--- config.mk ---
export PLATFORM = sky130hd
export DESIGN_NAME = csr_unit
export DESIGN_NICKNAME = d
export VERILOG_FILES = /design/src/rtl/csr_pkg.sv /design/src/rtl/csr_counters.sv /design/src/rtl/csr_mregs.sv /design/src/rtl/csr_unit.sv
export SDC_FILE = /design/constraint.sdc
export NUM_CORES = 1
export LEC_CHECK = 0
export BUFFER_PORTS_ARGS = -buffer_cell sky130_fd_sc_hd__buf_2
export CAP_MARGIN = 15
export CORE_MARGIN = 2
export CORE_UTILIZATION = 44
export DETAILED_ROUTE_END_ITERATION = 10
export GPL_ROUTABILITY_DRIVEN = 0
export PLACE_DENSITY_LB_ADDON = 0.3
export SLEW_MARGIN = 20
export SYNTH_ARGS = -nofsm -noshare
export SYNTH_HDL_FRONTEND = slang
export SYNTH_SLANG_ARGS = --single-unit
--- constraint.sdc ---
create_clock -name clk -period 3.3 [get_ports clk]
set_input_delay 0.495 -clock clk [delete_from_list [all_inputs] [get_ports clk]]
set_output_delay 0.495 -clock clk [all_outputs]
set_load 0.01 [all_outputs]
--- src/rtl/csr_pkg.sv ---
package csr_pkg;
  localparam int XLEN  = 32;
  localparam int CNT_W = 64;

  localparam logic [11:0] ADR_STATUS  = 12'h300;
  localparam logic [11:0] ADR_TVEC    = 12'h305;
  localparam logic [11:0] ADR_SCRATCH = 12'h340;
  localparam logic [11:0] ADR_EPC     = 12'h341;
  localparam logic [11:0] ADR_CAUSE   = 12'h342;
  localparam logic [11:0] ADR_CYC_LO  = 12'hC00;
  localparam logic [11:0] ADR_TIM_LO  = 12'hC01;
  localparam logic [11:0] ADR_RET_LO  = 12'hC02;
  localparam logic [11:0] ADR_CYC_HI  = 12'hC80;
  localparam logic [11:0] ADR_TIM_HI  = 12'hC81;
  localparam logic [11:0] ADR_RET_HI  = 12'hC82;

  localparam int IE_BIT  = 3;
  localparam int PIE_BIT = 7;

  typedef enum logic [1:0] {
    K_NONE  = 2'b00,
    K_WRITE = 2'b01,
    K_SET   = 2'b10,
    K_CLEAR = 2'b11
  } csr_kind_e;
endpackage

--- src/rtl/csr_counters.sv ---
module csr_counters
  import csr_pkg::*;
#(
  parameter bit HAS_TIME    = 1'b1,
  parameter bit HAS_INSTRET = 1'b1,
  parameter int TIME_DIV    = 4
) (
  input  logic             clk,
  input  logic             rst,
  input  logic             retire,
  output logic [CNT_W-1:0] cnt_cycle,
  output logic [CNT_W-1:0] cnt_time,
  output logic [CNT_W-1:0] cnt_instret
);
  localparam int DIVW = $clog2(TIME_DIV + 1);

  always_ff @(posedge clk) begin
    if (rst) cnt_cycle <= '0;
    else     cnt_cycle <= cnt_cycle + CNT_W'(1);
  end

  generate
    if (HAS_TIME) begin : g_time
      logic [DIVW-1:0] div_q;
      always_ff @(posedge clk) begin
        if (rst) begin
          div_q    <= '0;
          cnt_time <= '0;
        end else if (div_q == DIVW'(TIME_DIV - 1)) begin
          div_q    <= '0;
          cnt_time <= cnt_time + CNT_W'(1);
        end else begin
          div_q    <= div_q + DIVW'(1);
        end
      end
    end else begin : g_no_time
      assign cnt_time = '0;
    end

    if (HAS_INSTRET) begin : g_ret
      always_ff @(posedge clk) begin
        if (rst)         cnt_instret <= '0;
        else if (retire) cnt_instret <= cnt_instret + CNT_W'(1);
      end
    end else begin : g_no_ret
      assign cnt_instret = '0;
    end
  endgenerate
endmodule

--- src/rtl/csr_mregs.sv ---
module csr_mregs
  import csr_pkg::*;
(
  input  logic            clk,
  input  logic            rst,
  input  logic            wr_en,
  input  logic [11:0]     wr_addr,
  input  logic [XLEN-1:0] wr_data,
  input  logic            mret,
  output logic [XLEN-1:0] status_q,
  output logic [XLEN-1:0] tvec_q,
  output logic [XLEN-1:0] scratch_q,
  output logic [XLEN-1:0] epc_q,
  output logic [XLEN-1:0] cause_q
);
  logic ie_q, pie_q;

  always_comb begin
    status_q          = '0;
    status_q[12:11]   = 2'b11;
    status_q[IE_BIT]  = ie_q;
    status_q[PIE_BIT] = pie_q;
  end

  always_ff @(posedge clk) begin
    if (rst) begin
      ie_q      <= 1'b0;
      pie_q     <= 1'b0;
      tvec_q    <= '0;
      scratch_q <= '0;
      epc_q     <= '0;
      cause_q   <= '0;
    end else begin
      if (wr_en) begin
        case (wr_addr)
          ADR_STATUS: begin
            ie_q  <= wr_data[IE_BIT];
            pie_q <= wr_data[PIE_BIT];
          end
          ADR_TVEC:    tvec_q    <= wr_data;
          ADR_SCRATCH: scratch_q <= wr_data;
          ADR_EPC:     epc_q     <= {wr_data[XLEN-1:2], 2'b00};
          ADR_CAUSE:   cause_q   <= wr_data;
          default: ;
        endcase
      end
      if (mret) begin
        ie_q  <= pie_q;
        pie_q <= 1'b1;
      end
    end
  end
endmodule

--- src/rtl/csr_unit.sv ---
module csr_unit
  import csr_pkg::*;
#(
  parameter bit HAS_TIME    = 1'b1,
  parameter bit HAS_INSTRET = 1'b1,
  parameter int TIME_DIV    = 4
) (
  input  logic            clk,
  input  logic            rst,
  input  logic            req_valid,
  input  logic [2:0]      req_funct,
  input  logic [11:0]     req_addr,
  input  logic [4:0]      req_rs1,
  input  logic [4:0]      req_rd,
  input  logic [XLEN-1:0] req_src,
  input  logic            retire,
  input  logic            mret,
  output logic [XLEN-1:0] rd_data,
  output logic            rd_we,
  output logic            illegal,
  output logic            redirect,
  output logic [XLEN-1:0] redirect_pc
);
  logic [CNT_W-1:0] cyc_cnt, tim_cnt, ret_cnt;
  logic [XLEN-1:0]  status_v, tvec_v, scratch_v, epc_v, cause_v;
  logic [XLEN-1:0]  operand, old_val, new_val;
  logic             hit, wr_intent, read_only, legal, wr_en;
  csr_kind_e        kind;

  csr_counters #(
    .HAS_TIME(HAS_TIME), .HAS_INSTRET(HAS_INSTRET), .TIME_DIV(TIME_DIV)
  ) u_cnt (
    .clk(clk), .rst(rst), .retire(retire),
    .cnt_cycle(cyc_cnt), .cnt_time(tim_cnt), .cnt_instret(ret_cnt)
  );

  csr_mregs u_mregs (
    .clk(clk), .rst(rst), .wr_en(wr_en), .wr_addr(req_addr),
    .wr_data(new_val), .mret(mret),
    .status_q(status_v), .tvec_q(tvec_v), .scratch_q(scratch_v),
    .epc_q(epc_v), .cause_q(cause_v)
  );

  always_comb begin
    kind      = csr_kind_e'(req_funct[1:0]);
    operand   = req_funct[2] ? {{(XLEN-5){1'b0}}, req_rs1} : req_src;
    wr_intent = (kind == K_WRITE) || (req_rs1 != 5'd0);
    read_only = (req_addr[11:10] == 2'b11);
    hit       = 1'b1;
    case (req_addr)
      ADR_STATUS:  old_val = status_v;
      ADR_TVEC:    old_val = tvec_v;
      ADR_SCRATCH: old_val = scratch_v;
      ADR_EPC:     old_val = epc_v;
      ADR_CAUSE:   old_val = cause_v;
      ADR_CYC_LO:  old_val = cyc_cnt[XLEN-1:0];
      ADR_CYC_HI:  old_val = cyc_cnt[CNT_W-1:XLEN];
      ADR_TIM_LO:  old_val = tim_cnt[XLEN-1:0];
      ADR_TIM_HI:  old_val = tim_cnt[CNT_W-1:XLEN];
      ADR_RET_LO:  old_val = ret_cnt[XLEN-1:0];
      ADR_RET_HI:  old_val = ret_cnt[CNT_W-1:XLEN];
      default: begin
        old_val = '0;
        hit     = 1'b0;
      end
    endcase
    case (kind)
      K_WRITE: new_val = operand;
      K_SET:   new_val = old_val | operand;
      K_CLEAR: new_val = old_val & ~operand;
      default: new_val = old_val;
    endcase
    legal = req_valid && (kind != K_NONE) && hit && !(read_only && wr_intent);
    wr_en = legal && wr_intent;
  end

  always_ff @(posedge clk) begin
    if (rst) begin
      rd_data     <= '0;
      rd_we       <= 1'b0;
      illegal     <= 1'b0;
      redirect    <= 1'b0;
      redirect_pc <= '0;
    end else begin
      rd_data     <= legal ? old_val : '0;
      rd_we       <= legal && (req_rd != 5'd0);
      illegal     <= req_valid && !legal;
      redirect    <= mret;
      redirect_pc <= mret ? epc_v : '0;
    end
  end
endmodule

After elaboration in Yosys (flattened, before gate mapping). Index checks and enable logic that the tools add are counted.

Bits in registers: 388. Output and inout port bits: 67. Logic and storage cells: 74.

Add/sub/neg operators: 4. Equality and inequality tests: 16. Mux-type cells: 10. Bitwise gates (word level): 5. Reductions and logical operators: 24.

Operator list (count): $pmux 32 s11 (1); $add 64x1->64 const B (3); $pmux 32 s3 (1); $eq 12x12->1 const B (6); $eq 12x10->1 const B (5); $and 32x32->32 (1); $mux 32 (1); $not 32->32 (1); $or 32x32->32 (1); $reduce_or 11->1 (1); $reduce_and 2->1 (5); $reduce_bool 5->1 (2); $logic_and 1x1->1 (7); $mux 1 (7); $eq 2x2->1 const B (3); $reduce_bool 2->1 (3); $reduce_or 2->1 (3); $add 3x1->3 const B (1); $eq 3x2->1 const B (1); $eq 2x1->1 const B (1); $logic_not 1->1 (2); $not 1->1 (2); $logic_or 1x1->1 (1).

Logic depth before layout (Yosys ltp). Gate-level depths: netlist of run 1.

Depth after elaboration: 8. Depth in mapped cells: 12. Depth with buffers taken out: 9.

Cells and area by module. Synthesis of run 1 repeated with hierarchy kept, for this count alone.

Cells, all modules: 2436. Area, all modules: 20340.8 µm².

Modules (own cells, without submodules): csr_counters (instances 1, cells an instance 1106, area each 9167.5 µm²); csr_unit (instances 1, cells an instance 815, area each 6209.7 µm²); csr_mregs (instances 1, cells an instance 515, area each 4963.5 µm²).

Worst setup path after synthesis of run 1. No wires, ideal clock.

Kind: register -> register. From: register u_cnt.g_time.div_q[0]. To: register u_cnt.cnt_time[53]. Setup time: 70 ps. Arrival time: 2824 ps. Data required time: 3230 ps. Path slack: 405 ps. Stages on the path, launching flop included: 12. Clock period less this slack: 2895 ps. Path through: dfxtp_1 ha_1 ha_1 buf_2 nand4_1 nor3_1 or4b_1 buf_2 or3_1 buf_2 or3_1 a21oi_1.

Word-level cells in the longest chain between the ends: 1.

Ends and longest elaborated chain: from (decl) (line csr_counters.sv:24) `logic [DIVW-1:0] div_q;`; from (signal assigned) (line csr_counters.sv:33) `div_q <= div_q + DIVW'(1);`; $eq 3x2->1 (line csr_counters.sv:29) `end else if (div_q == DIVW'(TIME_DIV - 1)) begin`; to (signal assigned) (line csr_counters.sv:31) `cnt_time <= cnt_time + CNT_W'(1);`; to (decl) (line csr_counters.sv:12) `output logic [CNT_W-1:0] cnt_time,`.

Every way passes these cells. A chain may end at the register's enable or synchronous reset.

Worst setup path in the final report of run 1. Same ends and word-level chain as after synthesis.

==> flow_summary.json, run 1 <==
{
  "io_buffers": 126,
  "arrival_ns": 3.45,
  "antenna_left": 0,
  "synth_area_leaders": "dfxtp_1 44%, nand2_1 5.3%, o21ai_0 4.8%, xor2_1 4.8%, nor2_1 4.4%",
  "die_w_um": 204,
  "power_leakage_uw": 0.00753,
  "synth_commonest_cells": "388 x dfxtp_1, 249 x nand2_1, 205 x nor2_1, 169 x o21ai_0, 99 x clkbuf_1",
  "synth_ff_type": "dfxtp_1",
  "synthArstFlopShare": 0,
  "firstDrtPassIters": 6,
  "synth_mux_area_frac": 0.0469,
  "setup_viol": 0,
  "cts_buffer_depth": 3,
  "preCtsSetupSlack_ns": 0.293,
  "cts_resized": 0,
  "rsz0062_at_grt": "no",
  "holdBufCountCts": 0,
  "period_share": 0.896,
  "io_pins": 129,
  "cp_max_fo": 9,
  "htreeDepth": 2,
  "avgViaCountPerCell": 5.99,
  "routed_wl_um": 59600,
  "antenna_found_initial": 1,
  "synthDistinctLibCells": 68,
  "cts_root_buf": "clkbuf_16",
  "grt_max_degree": 197,
  "drive_gt1_frac": 0.136,
  "tns_ns": 0,
  "tightest_slew_ns": 1.23,
  "cp.required_ns": 3.79,
  "fmax_mhz": 338,
  "yosys.area.top_type_share": 0.442,
  "status": "finished, final reports clean",
  "wl_per_cell_um": 21.8,
  "fin_crit_ns": 2.96,
  "synth_compound_area_frac": 0.154,
  "hpwl_um": 42200,
  "ir_worst_vdd_uv": 296,
  "place_area_sq_um": 19100,
  "rows": 73,
  "worst_skew_pair.late_latency_ns": 0.59,
  "grt_pass1_wl_um": 90100,
  "synth_top_family_by_area": "simple AND/OR/NAND/NOR gates",
  "synth_edf_count": 0,
  "yosys.area_share.adder": 0.00356,
  "post-synth-top-count-cell": "dfxtp_1",
  "grt_overflow": 0,
  "die_area_sq_um": 41600,
  "drt_iter0_drc": 1711,
  "core-area_sq_um": 39500,
  "cap_violations": 0,
  "yosys.area.top_type": "dfxtp_1",
  "synthXorXnorAreaFrac": 0.0772,
  "power_uw": 9900,
  "clk_pin_slew_worst_paths_ns": 0.06,
  "drc": 0,
  "cp-start-kind": "register",
  "design_area_sq_um": 20400,
  "final_hold_viol_count": 0,
  "cts_buffers": 42,
  "synthSimpleGateAreaFrac": 0.242,
  "via_count": 16400,
  "cts_tree": "yes",
  "areaGrowthSynthToFinish_pct": 16.2,
  "num-nets-final": 2251,
  "grt_pass1_vias": 15300,
  "netlist_instances": 2074,
  "clock_sinks": 388,
  "die_h_um": 204,
  "ys_warn_count": 0,
  "min_path_type": "input pin to register",
  "worst_slack_ns": 0.344,
  "synth-seq-cells": 388,
  "final_max_slew_viol_count": 0,
  "cts_setup_buffers": 0,
  "grt_usage": 0.282,
  "initial_core_util": 0.445,
  "synth.avg_cell_area_sq_um": 8.48,
  "dp_cells": 2665,
  "critPathCaptureType": "register",
  "ys_seq_area_frac": 0.442,
  "criticalPathCategory": "register to register",
  "finalNonFillerCells": 2738,
  "fin_skew_ns": 0.0339,
  "max-slew-margin-rel": 0.181,
  "syn_area_sq_um": 17600,
  "power.density_nw_per_um2": 485,
  "n_antenna_cell": 0
}
-- power breakdown --
part,switching [uW],total (uW),internal [uW],leakage (uW)
logic,299,444,144,0.00373
clock network,2020,4740,2730,0.000676
registers,13.5,4710,4700,0.00313
total,2330,9900,7570,0.00753
-- final timing paths --
path                                             from                     to  slack [ns]  cells after the start
worst max-delay path            u_cnt.g_time.div_q[0]     u_cnt.cnt_time[53]        0.34                      8
worst min-delay path                        req_rd[4]                  rd_we        0.17                      3
worst max register to register  u_cnt.g_time.div_q[0]     u_cnt.cnt_time[53]        0.34                      8
worst min register to register  u_cnt.g_time.div_q[0]  u_cnt.g_time.div_q[0]        0.44                      1
-- critical path: stages, from the launching register on --
cell     delay [ns]
dfxtp_1        0.34
ha_1           0.15
ha_1           0.33
nand4_1        0.24
nor3_1         0.33
or4b_1         0.50
or3_1          0.46
or3_1          0.39
a21oi_1        0.14
-- sequential cells by signal, indices dropped and copies added, names as in the netlist, 3 cells and up --
register            flops
u_cnt.cnt_cycle        64
u_cnt.cnt_instret      64
u_cnt.cnt_time         64
rd_data                32
u_mregs.cause_q        32
u_mregs.scratch_q      32
u_mregs.tvec_q         32
redirect_pc            30
u_mregs.epc_q          30
u_cnt.g_time.div_q      3
-- layout by cell type, fill, tap and decap left out, drive strengths merged, types with 59 or more instances in the layout --
| master | instances |
|---|---|
| nor2 | 205 |
| xor2 | 96 |
| and3 | 68 |
| nand2 | 249 |
| a21oi | 87 |
| xnor2 | 59 |
| o21ai | 169 |
| mux2i | 70 |
| dfxtp | 388 |
| nand3 | 82 |
| buf | 194 |
-- area by class of cell --
cell class	instances	area, sq um
fill	3627	19100
multi-input combinational	1534	9300
sequential	388	7770
timing repair buffer	194	1250
clock buffer	56	1200
tap	525	657
clock inverter	17	165
inverter	24	90.1
-- stage by stage --
| step | hold slack (ns) | util |
|---|---|---|
| finish | 0.169 | 0.517 |
| global placement | 0.412 | 0.482 |
| detailed placement | 0.427 | 0.482 |
| CTS | 0.147 | 0.517 |
| global route | 0.211 | 0.517 |
| floorplan | 0.404 | - |
-- cell families after synthesis --
family	count (synthesis)
and+or+nand+nor	859
AOI/OAI and AO/OA	432
DFF	388
xor gates and xnor gates	155
buffers and inverters	153
muxes	81
adders and majority gates	5
other	1
-- routing by layer --
metal	track usage	vias to the layer above	part of all wire	wire length, um
li1	-	7581	-	-
met1	0.371	7844	0.41	24700
met2	0.425	788	0.43	25500
met3	0.0576	184	0.096	5750
met4	0.168	2	0.062	3670
met5	0	-	0.00022	13
(Power assumes the default switching activity.)
==> run 2: changes to the inputs <==
--- a/config.mk
+++ b/config.mk
@@ -8,7 +8,7 @@
 export BUFFER_PORTS_ARGS = -buffer_cell sky130_fd_sc_hd__buf_2
 export CAP_MARGIN = 15
 export CORE_MARGIN = 2
-export CORE_UTILIZATION = 44
+export CORE_UTILIZATION = 55
 export DETAILED_ROUTE_END_ITERATION = 10
 export GPL_ROUTABILITY_DRIVEN = 0
 export PLACE_DENSITY_LB_ADDON = 0.3
==> run 2 against run 1 <==
  * Critical path depth fell by 1
  * Final cell count down 4.5%
  * Power down 3.3%
  * Non-clock buffer count increased by 2
  * Count of clock-buffer cells in the layout unchanged
  * Design area shrank 1.1%
  * Setup slack improved by 0.044 ns
  * Worst hold slack better by 0.031 ns
  * Critical path type unchanged
  * Critical endpoint is now u_cnt.cnt_cycle[59]
  * Largest power group is now registers
==> flow_summary.json, run 2 (synthesized netlist as in run 1, its figures left out) <==
{
  "status": "finished, final reports clean",
  "die_h_um": 183,
  "power_leakage_uw": 0.00750,
  "seq_area_sq_um": 7770,
  "antenna_found_initial": 1,
  "criticalPathCategory": "register to register",
  "design_area_sq_um": 20200,
  "via_count": 16500,
  "crit_end": "u_cnt.cnt_cycle[59]",
  "grt_usage": 0.333,
  "utilization": 0.640,
  "reg2reg_to": "u_cnt.cnt_cycle[59]",
  "power.density_nw_per_um2": 474,
  "dr_wl_met2_um": 24200,
  "rsz0062_at_grt": "no",
  "clk_pin_slew_worst_paths_ns": 0.06,
  "wl_per_cell_um": 22.0,
  "io_buffers": 126,
  "finalNonFillerCells": 2615,
  "grt_max_degree": 142,
  "final_hold_viol_count": 0,
  "dp_cells": 2544,
  "critPathCaptureType": "register",
  "cts_tree": "yes",
  "reg2reg_from": "u_cnt.cnt_cycle[20]",
  "r2r_slack_ns": 0.39,
  "max-slew-margin-rel": 0.205,
  "routed_wl_um": 57500,
  "fill_cells": 2613,
  "power_uw": 9570,
  "cts_buffer_depth": 3,
  "p_sw_frac": 0.231,
  "holdBufCountCts": 0,
  "grt_pass1_wl_um": 86700,
  "die_w_um": 183,
  "antenna_left": 0,
  "place_area_sq_um": 18900,
  "num-nets-final": 2252,
  "fin_crit_ns": 2.91,
  "hpwl_um": 40300,
  "cts_resized": 0,
  "rows": 65,
  "core-area_sq_um": 31600,
  "crit_start": "u_cnt.cnt_cycle[20]",
  "grt_overflow": 0,
  "drt_iter0_drc": 2204,
  "avgViaCountPerCell": 6.32,
  "final_cell_mix": "388 x dfxtp_1, 249 x nand2_1, 205 x nor2_1",
  "multi_input_area_sq_um": 9290,
  "min_path_type": "input pin to register",
  "period_share": 0.883,
  "htreeDepth": 2,
  "setup_viol": 0,
  "firstDrtPassIters": 8,
  "ir_worst_vdd_uv": 346,
  "wl_met3_um": 6560,
  "tns_ns": 0,
  "areaGrowthSynthToFinish_pct": 14.9,
  "power_frac_comb": 0.046,
  "cp.required_ns": 3.75,
  "seqPwrFrac": 0.492,
  "cap_violations": 0,
  "wl_met1_um": 23000,
  "intPower_uw": 7360,
  "layout_commonest_cell": "dfxtp_1",
  "worst_skew_pair.late_latency_ns": 0.55,
  "arrival_ns": 3.36,
  "grt_pass1_vias": 15400,
  "drive_gt1_frac": 0.134,
  "tightest_slew_ns": 1.19,
  "fin_skew_ns": 0.0197,
  "reg_top3": "u_cnt.cnt_cycle (64), u_cnt.cnt_instret (64), u_cnt.cnt_time (64)",
  "cp_max_fo": 11,
  "cts_root_buf": "clkbuf_16",
  "final_max_slew_viol_count": 0,
  "cts_setup_buffers": 0,
  "cts_buffers": 41,
  "die_area_sq_um": 33400,
  "drc": 0,
  "initial_core_util": 0.557,
  "fmax_mhz": 343,
  "clock_sinks": 388,
  "io_pins": 129,
  "highest_layer": "met5",
  "clkPwrFrac": 0.462,
  "cp-start-kind": "register",
  "p_sw_uw": 2210,
  "r2r_cells": 7
}
[run 2: cell type report]
class                   instances  area share
inverters                      24     0.00446
well taps                     402      0.0249
flip-flops and latches        388       0.384
multi-input cells            1534       0.460
clock buffers                  56      0.0570
clock inverters                14     0.00539
repair buffers                196      0.0639
diodes                          1    0.000124
[run 2: worst min-delay path by stage]
stage,start,endpoint,cells past startpoint
4_1_cts,req_rd[4],rd_we,3
3_3_place_gp,u_cnt.g_time.div_q[0],u_cnt.g_time.div_q[0],1
5_1_grt,req_rd[4],rd_we,3
3_5_place_dp,u_cnt.g_time.div_q[0],u_cnt.g_time.div_q[0],1
6_report,req_rd[4],rd_we,3
2_1_floorplan,u_cnt.g_time.div_q[0],u_cnt.g_time.div_q[0],1
[run 2: metal layers]
layer,vias to the layer above,track usage
met2,925,0.495
met4,2,0.196
li1,7578,-
met5,-,0.0133
met3,208,0.0903
met1,7818,0.434
[run 2: through the flow]
step           hold slack, ns  setup WS, ns
3_5_place_dp            0.423         0.228
2_1_floorplan           0.404         0.405
6_report                0.200         0.388
4_1_cts                 0.195         0.424
3_3_place_gp            0.414         0.159
5_1_grt                 0.208         0.155
[run 2: power by group through the flow]
stage / clock network [uW] / registers [uW] / logic [uW]
after floorplan: 0 / 4810 / 268
after global placement: 0 / 4810 / 418
after detailed placement: 0 / 4810 / 426
after CTS: 4420 / 4710 / 428
after global routing: 4630 / 4710 / 466
final: 4420 / 4710 / 443
[run 2: critical path, cell delays in order (launching register included)]
cell and delay, ns:
dfxtp_1 0.48, and4_1 0.29, and3_1 0.20, nor4bb_1 0.57, and4_1 0.34, nand4_1 0.35
or3_1 0.45, a21oi_1 0.14
